`src/rtl/useq_pkg.sv`:
```
package useq_pkg;

  // next-cycle control field of a microinstruction
  typedef enum logic [1:0] {
    SQ_END  = 2'd0,  // finish instruction
    SQ_STEP = 2'd1,  // go to following cycle
    SQ_BR23 = 2'd2,  // cycle 2, or 3 once list is exhausted
    SQ_BR1E = 2'd3   // back to cycle 1, or finish once list is exhausted
  } seq_ctl_e;

endpackage

```
`src/rtl/useq_next_sel.sv`:
```
module useq_next_sel
  import useq_pkg::*;
#(
  parameter int CYC_W = 2
) (
  input  logic [CYC_W-1:0] cur_cycle,
  input  seq_ctl_e         ctl,
  input  logic             list_done,
  input  logic             abort,
  output logic [CYC_W-1:0] nxt_cycle,
  output logic             eoi
);

  localparam logic [CYC_W-1:0] CYC_ONE   = CYC_W'(1);
  localparam logic [CYC_W-1:0] CYC_TWO   = CYC_W'(2);
  localparam logic [CYC_W-1:0] CYC_THREE = CYC_W'(3);

  always_comb begin
    nxt_cycle = '0;
    eoi       = 1'b0;
    unique case (ctl)
      SQ_END:  eoi = 1'b1;
      SQ_STEP: nxt_cycle = cur_cycle + CYC_ONE;
      SQ_BR23: nxt_cycle = list_done ? CYC_THREE : CYC_TWO;
      SQ_BR1E: begin
        if (list_done) eoi = 1'b1;
        else           nxt_cycle = CYC_ONE;
      end
      default: ;
    endcase
    // abort overrides every encoding
    if (abort) begin
      nxt_cycle = '0;
      eoi       = 1'b0;
    end
  end

endmodule

```
`src/rtl/useq_cycle_reg.sv`:
```
module useq_cycle_reg #(
  parameter int CYC_W = 2
) (
  input  logic             clk,
  input  logic             rst,
  input  logic [CYC_W-1:0] d,
  output logic [CYC_W-1:0] q
);

  always_ff @(posedge clk) begin
    if (rst) q <= '0;
    else     q <= d;
  end

endmodule

```
`src/rtl/useq_cycle_seq.sv`:
```
module useq_cycle_seq
  import useq_pkg::*;
#(
  parameter int CYC_W = 2
) (
  input  logic             clk,
  input  logic             rst,
  input  logic [1:0]       seq_ctl,
  input  logic             list_done,
  input  logic             abort,
  output logic [CYC_W-1:0] cycle_idx,
  output logic [CYC_W-1:0] next_cycle,
  output logic             end_instr
);

  seq_ctl_e ctl_e;
  assign ctl_e = seq_ctl_e'(seq_ctl);

  useq_next_sel #(.CYC_W(CYC_W)) u_sel (
    .cur_cycle (cycle_idx),
    .ctl       (ctl_e),
    .list_done (list_done),
    .abort     (abort),
    .nxt_cycle (next_cycle),
    .eoi       (end_instr)
  );

  useq_cycle_reg #(.CYC_W(CYC_W)) u_reg (
    .clk (clk),
    .rst (rst),
    .d   (next_cycle),
    .q   (cycle_idx)
  );

  // synchronous reset clears the cycle
  a_r1_reset_zero: assert property (@(posedge clk)
    rst |=> cycle_idx == '0);

  // register follows the selected next cycle
  a_r9_follow: assert property (@(posedge clk) disable iff (rst)
    1'b1 |=> cycle_idx == $past(next_cycle));

  // end encoding
  a_r2_end: assert property (@(posedge clk) disable iff (rst)
    (!abort && seq_ctl == 2'd0) |-> (next_cycle == '0 && end_instr));

  // step never signals an end
  a_r3_step_no_end: assert property (@(posedge clk) disable iff (rst)
    (!abort && seq_ctl == 2'd1) |-> !end_instr);

  // branch 2/3 stays out of cycles 0 and 1
  a_r5_br23_range: assert property (@(posedge clk) disable iff (rst)
    (!abort && seq_ctl == 2'd2) |-> (next_cycle[1] && !end_instr));

  // branch back or finish
  a_r7_br1e_end: assert property (@(posedge clk) disable iff (rst)
    (!abort && seq_ctl == 2'd3) |-> (end_instr == list_done));

  // abort wins over everything
  a_r8_abort: assert property (@(posedge clk) disable iff (rst)
    abort |-> (next_cycle == '0 && !end_instr));

  // an end always restarts at cycle 0
  a_r7_end_restart: assert property (@(posedge clk) disable iff (rst)
    end_instr |=> cycle_idx == '0);

endmodule

```
`config.mk`:
```
export PLATFORM = sky130hd
export DESIGN_NAME = useq_cycle_seq
export DESIGN_NICKNAME = d
export VERILOG_FILES = /design/src/rtl/useq_pkg.sv /design/src/rtl/useq_next_sel.sv /design/src/rtl/useq_cycle_reg.sv /design/src/rtl/useq_cycle_seq.sv
export SDC_FILE = /design/constraint.sdc
export NUM_CORES = 1
export LEC_CHECK = 0
export BUFFER_PORTS_ARGS = -buffer_cell sky130_fd_sc_hd__buf_2
export CAP_MARGIN = 0
export CORE_AREA = 8 8 45 47
export CTS_BUF_LIST = sky130_fd_sc_hd__clkbuf_4 sky130_fd_sc_hd__clkbuf_8
export DETAILED_ROUTE_END_ITERATION = 12
export DIE_AREA = 0 0 53 55
export SLEW_MARGIN = 20
export SYNTH_ARGS = -nofsm -noshare
export SYNTH_HDL_FRONTEND = slang
export SYNTH_SLANG_ARGS = --single-unit
```
`constraint.sdc`:
```
create_clock -name clk -period 0.9 [get_ports clk]
set_clock_uncertainty 0.05 [all_clocks]
set_input_delay 0.045 -clock clk [delete_from_list [all_inputs] [get_ports clk]]
set_output_delay 0.045 -clock clk [all_outputs]
set_load 0.005 [all_outputs]
```
---- Word level (Yosys, flattened, before mapping) ----
Cells that the tools add are included.
cells by class
  eq/ne operators ......................... 3
  reduce and logical (&&, ||, !) cells .... 1
  multiplexer cells ....................... 7
  add/subtract/negate cells ............... 1
operators with widths
  cell                                                 number
  one-hot mux 2 bit (3 select lines)                   1
  equality test 2 bit, second input constant           2
  2-to-1 mux 1 bit                                     4
  adder 2 x 1 -> 2 bit, second input constant          1
  equality test 2 x 1 -> 1 bit, second input constant  1
  logical NOT 2 bit                                    1
  2-to-1 mux 2 bit                                     1
  one-hot mux 1 bit (2 select lines)                   1
storage, ports and cells
  input port bits ......................... 6
  logic and storage cells ................. 13
  output and inout bits ................... 5
  flip-flop bits (word level) ............. 2

---- Logic depth before layout (Yosys ltp) ----
Gate-level depths: netlist (run 1).
  word-level depth ........................ 3
  depth in mapped cells ................... 4
  gate-level depth less buffers ........... 4

---- Hierarchy ----
Synthesis (run 1) repeated with hierarchy kept, for this count alone.
unflattened totals
  cell total of the unflattened synthesis .. 18
  area total of the unflattened synthesis .. 173.9 um2
modules (own cells, without submodules)
  module          area an instance (um2)  instances  cells an instance  seq. area each (um2)
  useq_next_sel   121.4                   1          14                 0.0
  useq_cycle_reg  52.6                    1          4                  40.0

---- Least setup slack after synthesis (run 1) ----
Ideal clock, no wire load.
  path type ............................... register -> register
  start ................................... register u_reg.q[0]
  end ..................................... register u_reg.q[0]
  stages on the path, launching flop included .. 3
  buffers on the path ..................... 0
  setup time .............................. 0.103 ns
  setup slack ............................. 0.001 ns
  data required time ...................... 0.747 ns
  clock period less this slack ............ 0.899 ns
  data arrival time ....................... 0.745 ns
  cell sequence ........................... dfxtp_1 > nand2b_1 > a2111oi_2
between the ends
  longest elaborated chain between the ends .. 3
ends and longest elaborated chain
  item                                RTL line              source
  from (decl)                         useq_cycle_reg.sv:7   output logic [CYC_W-1:0] q
  from (signal assigned)              useq_cycle_reg.sv:11  if (rst) q <= '0;
  from (signal assigned)              useq_cycle_reg.sv:12  else q <= d;
  adder 2 x 1 -> 2 bit                useq_next_sel.sv:23   SQ_STEP: nxt_cycle = cur_cycle + CYC_ONE;
  one-hot mux 2 bit (3 select lines)  useq_next_sel.sv:21   unique case (ctl)
  2-to-1 mux 2 bit                    useq_next_sel.sv:32   if (abort) begin
No other way between the ends.
A chain may end at the register's enable or synchronous reset.

---- Final worst setup path (run 1) ----
  start ................................... register u_reg.q[0]
  end ..................................... output port next_cycle[1]
between the ends
  longest elaborated chain between the ends .. 3
ends and longest elaborated chain
  item                                RTL line              source
  adder 2 x 1 -> 2 bit                useq_next_sel.sv:23
  one-hot mux 2 bit (3 select lines)  useq_next_sel.sv:21
  2-to-1 mux 2 bit                    useq_next_sel.sv:32
  to (decl)                           useq_cycle_seq.sv:12  output logic [CYC_W-1:0] next_cycle,
No other way between the ends.

==> key figures, run 1 <==
Power and ir drop
  – Peak VDD IR: 0.2299 mV
  – Lkg Pwr: 0.1710 nW
  – Pwr dens: 1066 nW/µm²

Die
  – IO Count: 11
  – Starting density of the core: 0.1392
  – Die footprint: 2915 µm²
  – Core Region: 1384 µm²
  – Die Y: 55 µm
  – Cell row count: 14
  – Die Width: 53 µm

Drt
  – Avg WL per Cell: 10.44 µm
  – Via count of the routed design: 218
  – Vias/cell: 4.037
  – ANT nets after route: 0
  – DRC Markers: 0
  – Total wire length after detailed routing: 564 µm
  – Iter 0 DRT Violations: 4
  – DR pass1 iterations: 2

Global routing
  – Number of global-route vias before repair: 242
  – Antenna violations before repair: 0
  – First-pass GRT wire length: 869 µm
  – Largest net degree at the start of global routing: 7
  – GRT Residual Overflow: 0
  – Gr usage total: 0.04203

Outcome
  – Status: finished with violations
  – Failing checks: setup timing

Synth
  – Net Count, Synth: 30
  – Mapped Cells: 20
  – Yosys cell types: 15
  – Sequential share of the synthesized area: 0.2078
  – Syn_area_per_cell: 9.634 µm²
  – YS warnings: 0
  – Seq cells post-synth: 2
  – Synthesized area: 192.7 µm²

Final layout
  – # diodes: 0
  – Share of post-route cells with drive strength above 1: 0.7632
  – Max reg flops: 2
  – Regs by FF count: u_reg.q (2)
  – Util after Layout: 0.2794
  – Layout Nets: 50
  – Synthesis-to-layout area growth: 100.6%
  – Layout Cells excl Fill: 54
  – Register bank with the most flops: u_reg.q

Worst setup path
  – Worst-path fanout max: 3
  – Setup crit end kind: output pin
  – CP required: 0.81 ns
  – CP Class: flop to output pin
  – Worst Path Arrival: 1.08 ns
  – Startpoint Class: flop

STA
  – Hold_ws: 0.04554 ns
  – Setup TNS: -0.4880 ns
  – F_max: 847.9 MHz
  – Fin. max-slew vios: 0
  – RSZ-0062 raised after global routing: true
  – Crit share post-route: 1.310
  – Worst slew pin tran: 0.3616 ns
  – Rel. slew slack: 0.7520
  – Tmin final: 1.179 ns
  – Worst setup margin: -0.2794 ns
  – Hold Vio Cnt, Final: 0
  – Final setup violating endpoints: 2

Clock tree
  – Reg clk slew, reported paths: 0.03 ns
  – Clock buffer depth: 2
  – Clk sinks: 2
  – CTS tree: yes
  – Hold_buf cts: 0
  – CTS Root Cell: clkbuf_4
  – Clk_lat worst skew: 0.22 ns
  – Num CTS Buffers: 3
  – # H-tree levels: 1

Place
  – PortBufs: 10
  – DP HPWL: 437.4 µm
  – Cells after DPL: 51
  – Setup WS pre-CTS: -0.1212 ns
  – Routability cong.: 0.6580

Run
  – Maxcap violations: 0

Min path
  – Hold WC Path Type: primary input to flop
final cells by class:
class                      instances  area [µm²]
clock buffer                       3       22.52
fill                             150       997.2
inverter                           2       7.507
multi-input combinational         16       197.7
sequential                         2       42.54
tap                               16       20.02
timing repair buffer              15       96.34
cell usage after synthesis (all sizes together):
| master | count | area share |
|---|---|---|
| dfxtp | 2 | 0.21 |
| xnor2 | 1 | 0.045 |
| nand2b | 1 | 0.032 |
| mux2i | 1 | 0.052 |
| ha | 4 | 0.26 |
| o41ai | 1 | 0.045 |
| a21oi | 1 | 0.026 |
| nor3 | 1 | 0.026 |
| or4b | 1 | 0.052 |
| a2111oi | 1 | 0.078 |
| or2 | 1 | 0.032 |
| a211oi | 1 | 0.039 |
| nand2 | 1 | 0.019 |
| inv | 2 | 0.039 |
| o32ai | 1 | 0.045 |
final timing paths:
path / start / end / slack (ns) / cells past startpoint
min reg2reg: u_reg.q[1] / u_reg.q[1] / 0.52 / 2
min: rst / u_reg.q[0] / 0.05 / 3
max: u_reg.q[0] / next_cycle[1] / -0.28 / 3
max reg2reg: u_reg.q[0] / u_reg.q[0] / 0.01 / 2
layer usage:
layer	vias up	global-route usage	part of all wire
met1	98	0.03788	0.43
met4	0	0.05172	0
met3	0	0.02139	0.066
met5	-	0	0
met2	7	0.06250	0.51
li1	113	-	-
per-stage QoR:
stage	instance area [µm²]	total power [mW]
after floorplan	192.7	0.1330
after global placement	300.3	0.1831
after detailed placement	300.3	0.1850
after CTS	341.6	0.4042
after global routing	386.6	0.4503
final	386.6	0.4121
critical path: stages (launching register included):
cell	delay, ns
dfxtp_2	0.33
xnor2_2	0.15
o32ai_2	0.24
buf_2	0.15
repair_timing:
action,4_1_cts,5_1_grt
setup endpoints to repair,5,6
gates cloned,0,0
pin swaps,3,2
setup buffers,0,0
resized for setup,7,6
cells in the final DEF, fill, tap and decap left out:
| cell | n |
|---|---|
| dfxtp_2 | 2 |
| ha_4 | 1 |
| xnor2_2 | 1 |
| or2_2 | 1 |
| buf_6 | 1 |
| nor3_1 | 1 |
| o32ai_2 | 1 |
| ha_1 | 3 |
| nand2_1 | 1 |
| or4b_1 | 1 |
| nand2b_4 | 1 |
| a2111oi_4 | 1 |
| a211oi_2 | 1 |
| buf_2 | 8 |
| o41ai_1 | 1 |
| clkbuf_4 | 3 |
| mux2i_1 | 1 |
| a21oi_1 | 1 |
| buf_4 | 6 |
| inv_2 | 2 |
cells by family after synthesis:
kind of cell    after synthesis  share of synthesized area
compound gates                5                     0.2337
xor+xnor                      1                    0.04546
mux                           1                    0.05195
fa+ha+maj                     4                     0.2598
buf+inv                       2                    0.03898
simple gates                  5                     0.1623
flops                         2                     0.2078
power by group:
part           internal (mW)  switching [mW]
Sequential            0.0934         0.00336
Combinational         0.0636          0.0550
Clock                  0.147          0.0498
No activity file was read; power rests on OpenSTA's default activity.
==> run 2, diff against run 1 <==
Settings changed: SYNTH_HIERARCHICAL set to 1.
==> run 2 against run 1 <==
The run still ends with setup timing left; combinational power fell by 23%; final cell count fell by 3.7%; wire length fell by 7.3%; critical endpoint is now next_cycle[0].
==> key figures, run 2 <==
Outcome
  – Status: finished with violations
  – Failing checks: setup timing

Power and ir drop
  – Peak VDD IR: 0.3890 mV
  – Seq pwr share: 0.248
  – Sw frac: 0.2390
  – Lkg Pwr: 0.1631 nW
  – Power Internal: 292.5 µW
  – Sw power: 91.87 µW
  – Comb power frac: 0.239
  – Pwr dens: 1159 nW/µm²
  – Clk network pwr share: 0.513

STA
  – RSZ-0062 raised after global routing: true
  – Rel. slew slack: 0.8475
  – Final setup violating endpoints: 4
  – Hold Vio Cnt, Final: 0
  – Worst setup margin: -0.2225 ns
  – Fin. max-slew vios: 0
  – Crit share post-route: 1.247
  – Tmin final: 1.122 ns
  – F_max: 890.9 MHz
  – Worst slew pin tran: 0.2288 ns
  – Hold_ws: 0.1181 ns

Global routing
  – Antenna violations before repair: 0
  – First-pass GRT wire length: 786 µm
  – GRT Residual Overflow: 0
  – Gr usage total: 0.04148
  – Largest net degree at the start of global routing: 5
  – Number of global-route vias before repair: 206

Synth
  – Cell with the most instances after synthesis: ha_1
  – Main combinational cell family by area after synthesis: adder cells
  – Commonest cells in the netlist: ha_1, dfxtp_1, inv_1, nor2b_1
  – Yosys cell types: 12
  – Seq cells post-synth: 2
  – Mux share of post-synthesis cell area: 0.05755
  – YS warnings: 6
  – Most area-consuming cells after synthesis: ha_1, dfxtp_1, a211oi_2
  – Compound-Gate Fraction of Synth Area: 0.1511
  – Synth top area share: 0.2878
  – Top cell type by total area after synthesis: ha_1
  – Synthesized area: 173.9 µm²
  – Post-synth EDFFs: 0
  – Net Count, Synth: 28
  – Post-Synth XOR/XNOR Area: 0.05036
  – Simple-Gate Fraction of Synth Area: 0.1799
  – Sequential share of the synthesized area: 0.2302
  – Top FF cell, synth: dfxtp_1
  – Syn_area_per_cell: 9.662 µm²
  – Mapped Cells: 18
  – Post-Synth Adder-Cell Area: 0.2878
  – Post-synthesis async set-or-reset flop share: 0

Final layout
  – Layout Nets: 48
  – Commonest non-fill, non-tap cell in the layout: buf_2
  – Synthesis-to-layout area growth: 90.65%
  – Regs by FF count: u_reg/q (2)
  – Register bank with the most flops: u_reg/q
  – Layout Cells excl Fill: 52
  – Max reg flops: 2
  – # diodes: 0
  – Post-route cell area: 331.6 µm²
  – Commonest cells after routing, fill and taps aside: buf_2, buf_4, clkbuf_4, ha_1, nor2b_1
  – Util after Layout: 0.2396
  – Share of post-route cells with drive strength above 1: 0.6389

Clock tree
  – Num CTS Buffers: 3
  – Clk_lat worst skew: 0.22 ns
  – Clk sinks: 2
  – # H-tree levels: 1
  – Reg clk slew, reported paths: 0.03 ns
  – CTS Root Cell: clkbuf_4
  – Clock buffer depth: 2
  – CTS tree: yes

Drt
  – DRC Markers: 0
  – DR pass1 iterations: 2
  – Avg WL per Cell: 10.06 µm
  – ANT nets after route: 0
  – Via count of the routed design: 187
  – Iter 0 DRT Violations: 1
  – Total wire length after detailed routing: 523 µm
  – Vias/cell: 3.596

Worst setup path
  – CP max stage cell: dfxtp_2
  – Crit path cell chain: nand2b_4 > a211oi_2 > buf_2
  – CP Class: flop to output pin
  – Worst r2r src: u_reg/q[0]
  – Setup crit end kind: output pin
  – Worst-path fanout max: 3
  – Largest stage delay, worst path: 0.32 ns
  – CP required: 0.81 ns
  – Startpoint Class: flop
  – R2R depth: 3
  – R2R setup slack: -0.02 ns
  – Worst R2R End: u_reg/q[0]
  – Worst Path Arrival: 1.03 ns

Place
  – Cells after DPL: 47
  – PortBufs: 10
  – Routability cong.: 0.7147
  – DP Area: 266.5 µm²
  – DP HPWL: 409.2 µm

Die
  – IO Count: 11
  – Starting density of the core: 0.1257
  – Cell row count: 14
  – Die footprint: 2915 µm²
  – Die Width: 53 µm
  – Core Region: 1384 µm²
  – Die Y: 55 µm

Min path
  – Hold WC Path Type: primary input to flop
  – WHS Endpoint: u_reg/q[0]
  – Hold Crit Depth: 3
  – Hold Startpoint: abort

Run
  – Maxcap violations: 0
## run 2: cell types whose count changed after synthesis, sizes merged
cell,delta
nor2b,+2
a2111oi,-1
nand2,-1
nand3b,+1
o41ai,-1
or2,-1
or4b,-1
## run 2: metrics by stage
stage / total power [mW] / setup WS [ns] / setup TNS [ns]
finish: 0.3844 / -0.2225 / -0.4640
global route: 0.4183 / -0.2799 / -0.7036
CTS: 0.3965 / -0.2336 / -0.5056
detailed placement: 0.1714 / -0.07853 / -0.2756
floorplan: 0.1287 / -0.02617 / -0.02617
global placement: 0.1698 / -0.08289 / -0.2061
## run 2: final cells by class
type                            instances  area, µm²
Clock buffer                            3      22.52
Fill cell                             162       1052
Inverter                                2      7.507
Multi-Input combinational cell         14      143.9
Sequential cell                         2      41.29
Tap cell                               16      20.02
Timing Repair Buffer                   15      96.34
## run 2: worst max path at each step
stage	from	end	slack (ns)
3_3_place_gp	seq_ctl[0]	u_reg/q[0]	-0.08
2_1_floorplan	u_reg/q[0]	u_reg/q[0]	-0.03
4_1_cts	u_reg/q[0]	next_cycle[0]	-0.23
5_1_grt	u_reg/q[0]	next_cycle[0]	-0.28
3_5_place_dp	seq_ctl[1]	u_reg/q[1]	-0.08
6_report	u_reg/q[0]	next_cycle[0]	-0.22
## run 2: logic make-up after synthesis
logic type               after synthesis
AO/OA/AOI/OAI                          3
XOR/XNOR                               1
adder cells (fa/ha/maj)                4
flip-flops                             2
multiplexers                           1
buffers and inverters                  2
AND/OR/NAND/NOR                        5
## run 2: worst max-delay path, delay by kind of cell, from the launching register on
family | cells | cell delay (ns)
DFF | 1 | 0.32
buffers and inverters | 1 | 0.15
and+or+nand+nor | 1 | 0.13
AOI/OAI and AO/OA | 1 | 0.20
## run 2: power groups by stage
stage                     Sequential, mW  Combinational [mW]  Clock (mW)
final                             0.0954              0.0919       0.197
after global routing              0.0960               0.101       0.222
after CTS                         0.0954              0.0894       0.212
after detailed placement          0.0963              0.0751           0
after global placement            0.0962              0.0736           0
after floorplan                   0.0964              0.0324           0
## run 2: repair_timing
action | 4_1_cts | 5_1_grt
pin swaps | 1 | 2
hold endpoints to repair | 2 | 0
hold buffers | 1 | 0
buffers inserted | 1 | 0
cloned | 0 | 0
resized for setup | 3 | 3
setup endpoints to repair | 4 | 6
## run 2: layer usage
metal  vias up  global-route usage  share of wire
li1        100                   -              -
met1        80             0.03485           0.42
met2         7             0.05859           0.50
met3         0             0.02941          0.076
met4         0             0.05172              0
met5         -                   0              0
==> run 3, diff against run 2 <==
Clock period 0.9 ns to 1.2 ns, I/O delays scaled along.
==> run 3 against run 2 <==
The run now ends clean; sequential share of layout area up 2.0 points; first-iteration DRC count down 100%; sequential cell count unchanged; critical path depth unchanged; final cell count down 7.7%; clock-buffer cell count unchanged; global-route usage down 0.22 points; sequential power down 25%; non-clock buffer count down 4; utilization down 3.3 points; hold slack worse by 0.0030 ns; design area down 14%; largest cell class unchanged; highest routed layer is now met4.
==> key figures, run 3 (synthesized netlist as in run 2, its figures left out) <==
Worst setup path
  – Setup crit end kind: output pin
  – Worst-path fanout max: 3
  – CP Class: flop to output pin
  – Worst Path Arrival: 1.04 ns
  – Startpoint Class: flop
  – CP required: 1.09 ns
  – R2R depth: 3

Power and ir drop
  – Sw power: 67.38 µW
  – Power Internal: 209.3 µW
  – Seq pwr share: 0.258
  – Lkg Pwr: 0.1432 nW
  – Comb power frac: 0.197
  – Peak VDD IR: 0.2890 mV
  – Sw frac: 0.2436
  – Clk network pwr share: 0.544
  – Pwr dens: 969.8 nW/µm²

STA
  – F_max: 869.3 MHz
  – RSZ-0062 raised after global routing: false
  – Fin. max-slew vios: 0
  – Tmin final: 1.150 ns
  – Worst setup margin: 0.04970 ns
  – Crit share post-route: 0.9586
  – Rel. slew slack: 0.8161
  – Setup TNS: 0 ns
  – Hold Vio Cnt, Final: 0
  – Worst slew pin tran: 0.2750 ns
  – Final setup violating endpoints: 0

Place
  – Setup WS pre-CTS: 0.1726 ns
  – Routability cong.: 0.6893
  – PortBufs: 10

Drt
  – DRC Markers: 0
  – Iter 0 DRT Violations: 0
  – Avg WL per Cell: 9.875 µm
  – ANT nets after route: 0
  – DR pass1 iterations: 1
  – Total wire length after detailed routing: 474 µm
  – Vias/cell: 3.708
  – Via count of the routed design: 178

Clock tree
  – Clock buffer depth: 2
  – Post-CTS setup buffer count: 0
  – Num CTS Buffers: 3
  – Reg clk slew, reported paths: 0.03 ns
  – CTS tree: yes
  – Clk sinks: 2
  – CTS Root Cell: clkbuf_4
  – # H-tree levels: 1
  – Clk_lat worst skew: 0.22 ns

Global routing
  – Gr usage total: 0.03930
  – Number of global-route vias before repair: 220
  – Largest net degree at the start of global routing: 6
  – Antenna violations before repair: 0
  – GRT Residual Overflow: 0
  – First-pass GRT wire length: 759 µm

Final layout
  – Commonest non-fill, non-tap cell in the layout: buf_2
  – # fillers: 148
  – Regs by FF count: u_reg/q (2)
  – Util after Layout: 0.2061
  – # diodes: 0
  – Synthesis-to-layout area growth: 64.03%
  – Layout Nets: 44
  – Register bank with the most flops: u_reg/q
  – Commonest cells after routing, fill and taps aside: buf_2, ha_1, clkbuf_4, nor2b_1, inv_1
  – Share of post-route cells with drive strength above 1: 0.5000
  – Max reg flops: 2

Die
  – Core Region: 1384 µm²
  – Die footprint: 2915 µm²
  – Die Width: 53 µm
  – Cell row count: 14
  – IO Count: 11
  – Starting density of the core: 0.1257
  – Die Y: 55 µm

Min path
  – Hold WC Path Type: primary input to flop
  – Hold Crit Depth: 3

Outcome
  – Status: finished clean

Run
  – Maxcap violations: 0
-- run 3: worst max-delay path, cell delays in order (launching register included) --
cell,delay [ns]
dfxtp_2,0.32
nand2b_4,0.13
a211oi_2,0.21
buf_2,0.16
-- run 3: worst paths after layout --
path / from / slack [ns] / to
max: u_reg/q[0] / 0.05 / next_cycle[0]
min: abort / 0.12 / u_reg/q[0]
min reg2reg: u_reg/q[0] / 0.62 / u_reg/q[0]
max reg2reg: u_reg/q[0] / 0.27 / u_reg/q[0]
-- run 3: stage by stage --
step	cell area, µm²	cells	power [mW]	hold slack (ns)
finish	285.3	48	0.2766	0.1151
global route	285.3	48	0.3021	0.1270
CTS	276.5	48	0.2838	0.1140
detailed placement	244.0	44	0.1216	0.1904
global placement	244.0	44	0.1210	0.1817
floorplan	173.9	18	0.09654	0.08161
-- run 3: what timing repair did --
action	CTS	global route
resized for setup	0	2
setup endpoints to repair	0	1
endpoints found under the hold margin	2	0
hold buffers	1	0
-- run 3: cell type report --
cell class	count	area, µm²	share of cell area
clock buffer	3	22.52	0.07895
inverter	2	7.507	0.02632
timing repair buffer	11	60.06	0.2105
multi-input combinational	14	133.9	0.4693
sequential	2	41.29	0.1447
tap	16	20.02	0.07018
-- run 3: metal layers --
metal | vias to the layer above | GRT usage | wire (µm)
met5 | - | 0 | 0
met4 | 0 | 0.06466 | 17
met3 | 2 | 0.01604 | 37
met2 | 9 | 0.06055 | 218
met1 | 77 | 0.03030 | 201
li1 | 90 | - | -
-- run 3: power groups by stage --
stage,clock [mW],sequential (mW),combinational (mW)
after global placement,0,0.0719,0.0491
final,0.151,0.0715,0.0545
after floorplan,0,0.0723,0.0243
after detailed placement,0,0.0720,0.0496
after CTS,0.160,0.0711,0.0525
after global routing,0.169,0.0718,0.0615
